==> src/rtl/wdog_pkg.sv <==
package wdog_pkg;
  localparam int CNT_W    = 16;
  localparam int DATA_W   = 16;
  localparam int ADDR_W   = 4;
  localparam int NSRC     = 3;
  localparam int CODE_W   = 3;
  localparam int MAX_CODE = 5;
  localparam int PRE_W    = 2 * MAX_CODE;

  // Configuration held by the register block.
  typedef struct packed {
    logic              enable;
    logic [CODE_W-1:0] preCode;
    logic [NSRC-1:0]   srcSel;
    logic [CNT_W-1:0]  cmpVal;
  } wdCfg_t;

  // Strobes from the register block to the datapath.
  typedef struct packed {
    logic             cntWr;
    logic [CNT_W-1:0] wrVal;
  } wdStrobe_t;
endpackage

==> src/rtl/wdog_ctrl.sv <==
module wdog_ctrl
  import wdog_pkg::*;
(
  input  logic              clk,
  input  logic              rstN,
  input  logic [ADDR_W-1:0] busAddr,
  input  logic              busWrEn,
  input  logic [DATA_W-1:0] busWrData,
  input  logic [CNT_W-1:0]  count,
  output wdCfg_t            cfg,
  output wdStrobe_t         strb,
  output logic [DATA_W-1:0] busRdData
);
  localparam logic [ADDR_W-1:0] ADDR_CMP = ADDR_W'(4'h0);
  localparam logic [ADDR_W-1:0] ADDR_EN  = ADDR_W'(4'h4);
  localparam logic [ADDR_W-1:0] ADDR_CNT = ADDR_W'(4'h8);
  localparam logic [ADDR_W-1:0] ADDR_CTL = ADDR_W'(4'hC);
  localparam int CTL_W = NSRC + CODE_W;

  always_ff @(posedge clk or negedge rstN) begin
    if (!rstN) begin
      cfg <= '0;
    end else if (busWrEn) begin
      case (busAddr)
        ADDR_CMP: cfg.cmpVal <= busWrData[CNT_W-1:0];
        ADDR_EN:  cfg.enable <= busWrData[0];
        ADDR_CTL: {cfg.preCode, cfg.srcSel} <= busWrData[CTL_W-1:0];
        default:  ;
      endcase
    end
  end

  always_comb begin
    strb.cntWr = busWrEn && (busAddr == ADDR_CNT);
    strb.wrVal = busWrData[CNT_W-1:0];
  end

  always_comb begin
    case (busAddr)
      ADDR_CMP: busRdData = DATA_W'(cfg.cmpVal);
      ADDR_EN:  busRdData = DATA_W'(cfg.enable);
      ADDR_CNT: busRdData = DATA_W'(count);
      ADDR_CTL: busRdData = DATA_W'({cfg.preCode, cfg.srcSel});
      default:  busRdData = '0;
    endcase
  end

  // the control fields change only through a write to the control address
  a_r2_ctl_hold: assert property (@(posedge clk) disable iff (!rstN)
    !(busWrEn && busAddr == ADDR_CTL) |=> $stable({cfg.preCode, cfg.srcSel}));

  // the compare value changes only through a write to its own address
  a_r2_cmp_hold: assert property (@(posedge clk) disable iff (!rstN)
    !(busWrEn && busAddr == ADDR_CMP) |=> $stable(cfg.cmpVal));
endmodule

==> src/rtl/wdog_core.sv <==
module wdog_core
  import wdog_pkg::*;
(
  input  logic             clk,
  input  logic             rstN,
  input  wdCfg_t           cfg,
  input  wdStrobe_t        strb,
  input  logic [NSRC-1:0]  srcTicks,
  output logic [CNT_W-1:0] count,
  output logic             resetReq
);
  logic [NSRC-1:0]   selTick;
  logic              srcTick;
  logic [CODE_W-1:0] codeEff;
  logic [PRE_W-1:0]  preLimit;
  logic [PRE_W-1:0]  preCnt;
  logic              advance;
  logic              preHit;
  logic              atCmp;
  logic              fired;

  for (genvar g = 0; g < NSRC; g++) begin : g_src
    assign selTick[g] = cfg.srcSel[g] & srcTicks[g];
  end

  always_comb begin
    srcTick  = (|selTick) && $onehot(cfg.srcSel);
    codeEff  = (cfg.preCode > CODE_W'(MAX_CODE)) ? CODE_W'(MAX_CODE) : cfg.preCode;
    preLimit = (PRE_W'(1) << {codeEff, 1'b0}) - PRE_W'(1);
    advance  = cfg.enable && srcTick && !strb.cntWr;
    preHit   = advance && (preCnt == preLimit);
    atCmp    = (count == cfg.cmpVal);
  end

  always_ff @(posedge clk or negedge rstN) begin
    if (!rstN) begin
      preCnt <= '0;
    end else if (!cfg.enable || strb.cntWr || preHit) begin
      preCnt <= '0;
    end else if (advance) begin
      preCnt <= preCnt + PRE_W'(1);
    end
  end

  always_ff @(posedge clk or negedge rstN) begin
    if (!rstN) begin
      count    <= '0;
      fired    <= 1'b0;
      resetReq <= 1'b0;
    end else begin
      resetReq <= preHit && atCmp && !fired;
      if (strb.cntWr) begin
        count <= strb.wrVal;
        fired <= 1'b0;
      end else if (!cfg.enable) begin
        fired <= 1'b0;
      end else if (preHit) begin
        if (atCmp) fired <= 1'b1;
        else       count <= count + CNT_W'(1);
      end
    end
  end

  // the request lasts one cycle
  a_r8_single_pulse: assert property (@(posedge clk) disable iff (!rstN)
    resetReq |=> !resetReq);

  // when the request appears, the counter sits at the compare value of the previous cycle
  a_r8_hold_cmp: assert property (@(posedge clk) disable iff (!rstN)
    resetReq |-> count == $past(cfg.cmpVal));

  // no counting while disabled or with an invalid source select
  a_r5_idle_hold: assert property (@(posedge clk) disable iff (!rstN)
    ((!cfg.enable || !$onehot(cfg.srcSel)) && !strb.cntWr) |=> $stable(count));

  // no request while disabled
  a_r4_no_req_off: assert property (@(posedge clk) disable iff (!rstN)
    !cfg.enable |=> !resetReq);

  // without a write, the counter moves by at most one
  a_r7_step: assert property (@(posedge clk) disable iff (!rstN)
    !strb.cntWr |=> (count == $past(count) || count == $past(count) + CNT_W'(1)));

  // a write loads the counter regardless of ticks
  a_r3_load: assert property (@(posedge clk) disable iff (!rstN)
    strb.cntWr |=> count == $past(strb.wrVal));

  // the prescaler stays inside its period
  a_r6_pre_bound: assert property (@(posedge clk) disable iff (!rstN)
    preCnt <= preLimit);
endmodule

==> src/rtl/wdog_timer.sv <==
module wdog_timer
  import wdog_pkg::*;
(
  input  logic              clk,
  input  logic              rstN,
  input  logic [ADDR_W-1:0] busAddr,
  input  logic              busWrEn,
  input  logic [DATA_W-1:0] busWrData,
  output logic [DATA_W-1:0] busRdData,
  input  logic              tickPclk,
  input  logic              tickRtc,
  input  logic              tickExt,
  output logic              resetReq
);
  wdCfg_t           cfg;
  wdStrobe_t        strb;
  logic [CNT_W-1:0] count;

  wdog_ctrl u_ctrl (
    .clk       (clk),
    .rstN      (rstN),
    .busAddr   (busAddr),
    .busWrEn   (busWrEn),
    .busWrData (busWrData),
    .count     (count),
    .cfg       (cfg),
    .strb      (strb),
    .busRdData (busRdData)
  );

  wdog_core u_core (
    .clk      (clk),
    .rstN     (rstN),
    .cfg      (cfg),
    .strb     (strb),
    .srcTicks ({tickExt, tickRtc, tickPclk}),
    .count    (count),
    .resetReq (resetReq)
  );
endmodule

==> config.mk <==
export PLATFORM = sky130hd
export DESIGN_NAME = wdog_timer
export DESIGN_NICKNAME = d
export VERILOG_FILES = /design/src/rtl/wdog_pkg.sv /design/src/rtl/wdog_ctrl.sv /design/src/rtl/wdog_core.sv /design/src/rtl/wdog_timer.sv
export SDC_FILE = /design/constraint.sdc
export NUM_CORES = 1
export LEC_CHECK = 0
export ABC_AREA = 1
export BUFFER_PORTS_ARGS = -buffer_cell sky130_fd_sc_hd__buf_2
export CORE_MARGIN = 2
export CORE_UTILIZATION = 25
export DETAILED_ROUTE_END_ITERATION = 12
export SLEW_MARGIN = 20
export SYNTH_ARGS = -nofsm -noshare
export SYNTH_HDL_FRONTEND = slang
export SYNTH_SLANG_ARGS = --single-unit
==> constraint.sdc <==
create_clock -name clk -period 2.8 [get_ports clk]
set_input_delay 0.28 -clock clk [delete_from_list [all_inputs] [get_ports clk]]
set_output_delay 0.28 -clock clk [all_outputs]
set_load 0.03 [all_outputs]
==> flow_summary_export.csv <==
group,metric,value,unit
clocking,cts_buffers,5,
route,first_pass_iters,4,
clocking,cts_setup_buffers,0,
clocking,h-tree-depth,2,
power,p_per_area,550,nW/um^2
cells_and_area,fin_area,4080,um^2
timing,fmax,0.440,GHz
yosys,ys_warn_count,0,
cells_and_area,num_antenna_cells,0,
timing,max_slew_margin,0.356,
place,gp_congestion,0.875,
setup_path,required,2.99,ns
timing,finalCritPeriodShare,0.812,
grt,grt_max_degree,42,
yosys,synth_fp_nets,533,
route,drc,0,
cells_and_area,nNetsFinal,574,
route,avgRoutedWirePerCell,13.3,um
run,max_cap_violations,0,
die,ios,43,
cells_and_area,fillers,1530,
clocking,clockRootBuffer,"clkbuf_16",
grt,grt_pass1_vias,3093,
die,dieArea,15100,um^2
route,vias,3208,
place,dpl_worst_slack,0.546,ns
place,dp_hpwl,7.30,mm
timing,tightest_slew,0.965,ns
clocking,cts_buffer_depth,2,
power,cellLeakagePower,0.00197,uW
cells_and_area,drive_above_1_share,0.176,
clocking,clkLatencyLatePin,0.30,ns
setup_path,crit_fanout,17,
timing,fin_crit,2.27,ns
yosys,avgSynthCellArea,7.02,um^2
grt,antenna_found_initial,0,
route,via_per_inst,4.42,
cells_and_area,most-common-layout-cells,"nand2_1 (162), inv_1 (53), dfrtp_1 (51), nand3_1 (48)",
timing,slew_violations,0,
cells_and_area,area_delta_synth_final,15.7,%
setup_path,critPathKind,"register to register",
yosys,synth_cell_types,37,
grt,grt_pass1_wl,15.7,mm
die,die_h,123,um
clocking,hold_buffers,0,
setup_path,cp_data_arrival_time,2.46,ns
route,routed_wl,9.61,mm
setup_path,endpoint_kind,"register",
yosys,ys_seq_area_frac,0.362,
die,placementRows,43,
yosys,synth_edf_count,0,
min_path,hp-class,"input pin to async pin",
clocking,clock_sinks,51,
timing,setup_ws,0.527,ns
yosys,ys.flop_type,"dfrtp_1",
setup_path,r2r_slack,0.53,ns
timing,setup_viol,0,
timing,skew,0.0134,ns
timing,grt_setup_unrepaired,"no",
run_status,outcome,"finished clean",
place,dpl_cell_area,3930,um^2
place,portBuffers,42,
yosys,synth_cells,503,
setup_path,cp-start-kind,"register",
yosys,ys_ff_latch,51,
timing,finalSetupTns,0,ns
die,die_w,123,um
route,initialDrtViolationCount,192,
cells_and_area,final_common_cell,"nand2_1",
yosys,syn_area,3530,um^2
grt,track_usage,0.134,
timing,hold_ws,0.124,ns
grt,grt_overflow,0,
die,coreArea,13800,um^2
clocking,path_clk_slew,0.07,ns
clocking,cts_resized,0,
die,start_util,0.255,
yosys,async_reset_ff_frac,1.00,
clocking,cts_tree,"built",
timing,hold_violations,0,
route,route.antenna.remaining_nets,0,
power,peakVddDrop,232,uV
## cell usage after synthesis (2+ instances only)
cell type,number,area (um^2)
xor2_1,6,52.6
nand2_4,3,33.8
nor2_4,4,45.0
inv_1,53,199
a21oi_1,6,30.0
inv_2,8,30.0
dfrtp_1,51,1280
nand2_2,16,100
ha_1,3,37.5
clkbuf_1,5,18.8
mux2_2,5,56.3
nand3_4,2,35.0
buf_2,3,15.0
nor3_1,6,30.0
nand2_1,162,608
nor2_1,34,128
nand3_1,48,240
xnor2_1,15,131
nand4_1,11,68.8
o21ai_0,42,210
o221ai_1,4,35.0
## state kept, by name, summed over array words and instances (netlist names)
| register | count |
|---|---|
| u_ctrl.cfg | 23 |
| u_core.count | 16 |
| u_core.preCnt | 10 |
| u_core.fired | 1 |
| u_core.resetReq | 1 |
## logic make-up after synthesis
kind of cell    after synthesis  share of synthesized area
flops                        51                      0.362
compound gates               56                     0.0861
simple gates                294                      0.387
xor+xnor                     21                     0.0521
fa+ha+maj                     4                     0.0163
buf+inv                      72                     0.0808
mux                           5                     0.0160
## final timing paths
check                          startpoint               to  depth (start not counted)
min reg2reg                  u_core.fired  u_core.resetReq                          1
min in group clk            busWrData[15]   u_ctrl.cfg[15]                          2
max in group asynchronous            rstN   u_ctrl.cfg[11]                          2
max reg2reg                u_ctrl.cfg[20]  u_core.count[0]                         14
max                        u_ctrl.cfg[20]  u_core.count[0]                         14
min                                  rstN     u_core.fired                          1
## layout make-up
class                      instances  area (um^2)  share of cell area
clock inverter                     1         8.76             0.00215
clock buffer                       7          143              0.0349
inverter                          61          229              0.0561
timing repair buffer              45          233              0.0570
sequential                        51         1280               0.313
tap                              180          225              0.0552
multi-input combinational        380         1970               0.482
## per-stage QoR
step | utilization | cells | total power [uW]
after global placement | 0.284 | 717 | 1610
after detailed placement | 0.284 | 717 | 1620
final | 0.295 | 725 | 2240
after CTS | 0.295 | 725 | 2270
after global routing | 0.295 | 725 | 2390
after floorplan | - | 503 | 1430
## per-layer routing
| metal | vias up | track usage | share of wire |
|---|---|---|---|
| li1 | 1694 | - | - |
| met5 | - | 0 | 0 |
| met1 | 1455 | 0.169 | 0.46 |
| met4 | 0 | 0.0553 | 0.024 |
| met2 | 46 | 0.228 | 0.49 |
| met3 | 13 | 0.0200 | 0.026 |
## where the power goes
group          switching [uW]  total [uW]  leakage (uW)  internal, uW
clock                     291         650     0.0000741           359
combinational             369         615       0.00122           246
sequential                140         980      0.000674           840
## critical path: stages (launching register included)
cell and delay, ns:
dfrtp_1 0.43, nor2_1 0.19, nand2_2 0.08, ha_1 0.30, inv_1 0.04, nand2_1 0.05, nand2_1 0.05, nor2_1 0.09
nand2_1 0.10, nor2_4 0.15, nand3_4 0.10, nand2_4 0.20, nand2_4 0.21, nand2_1 0.11, nand2_1 0.06
Power figures use the tool's default switching activity.
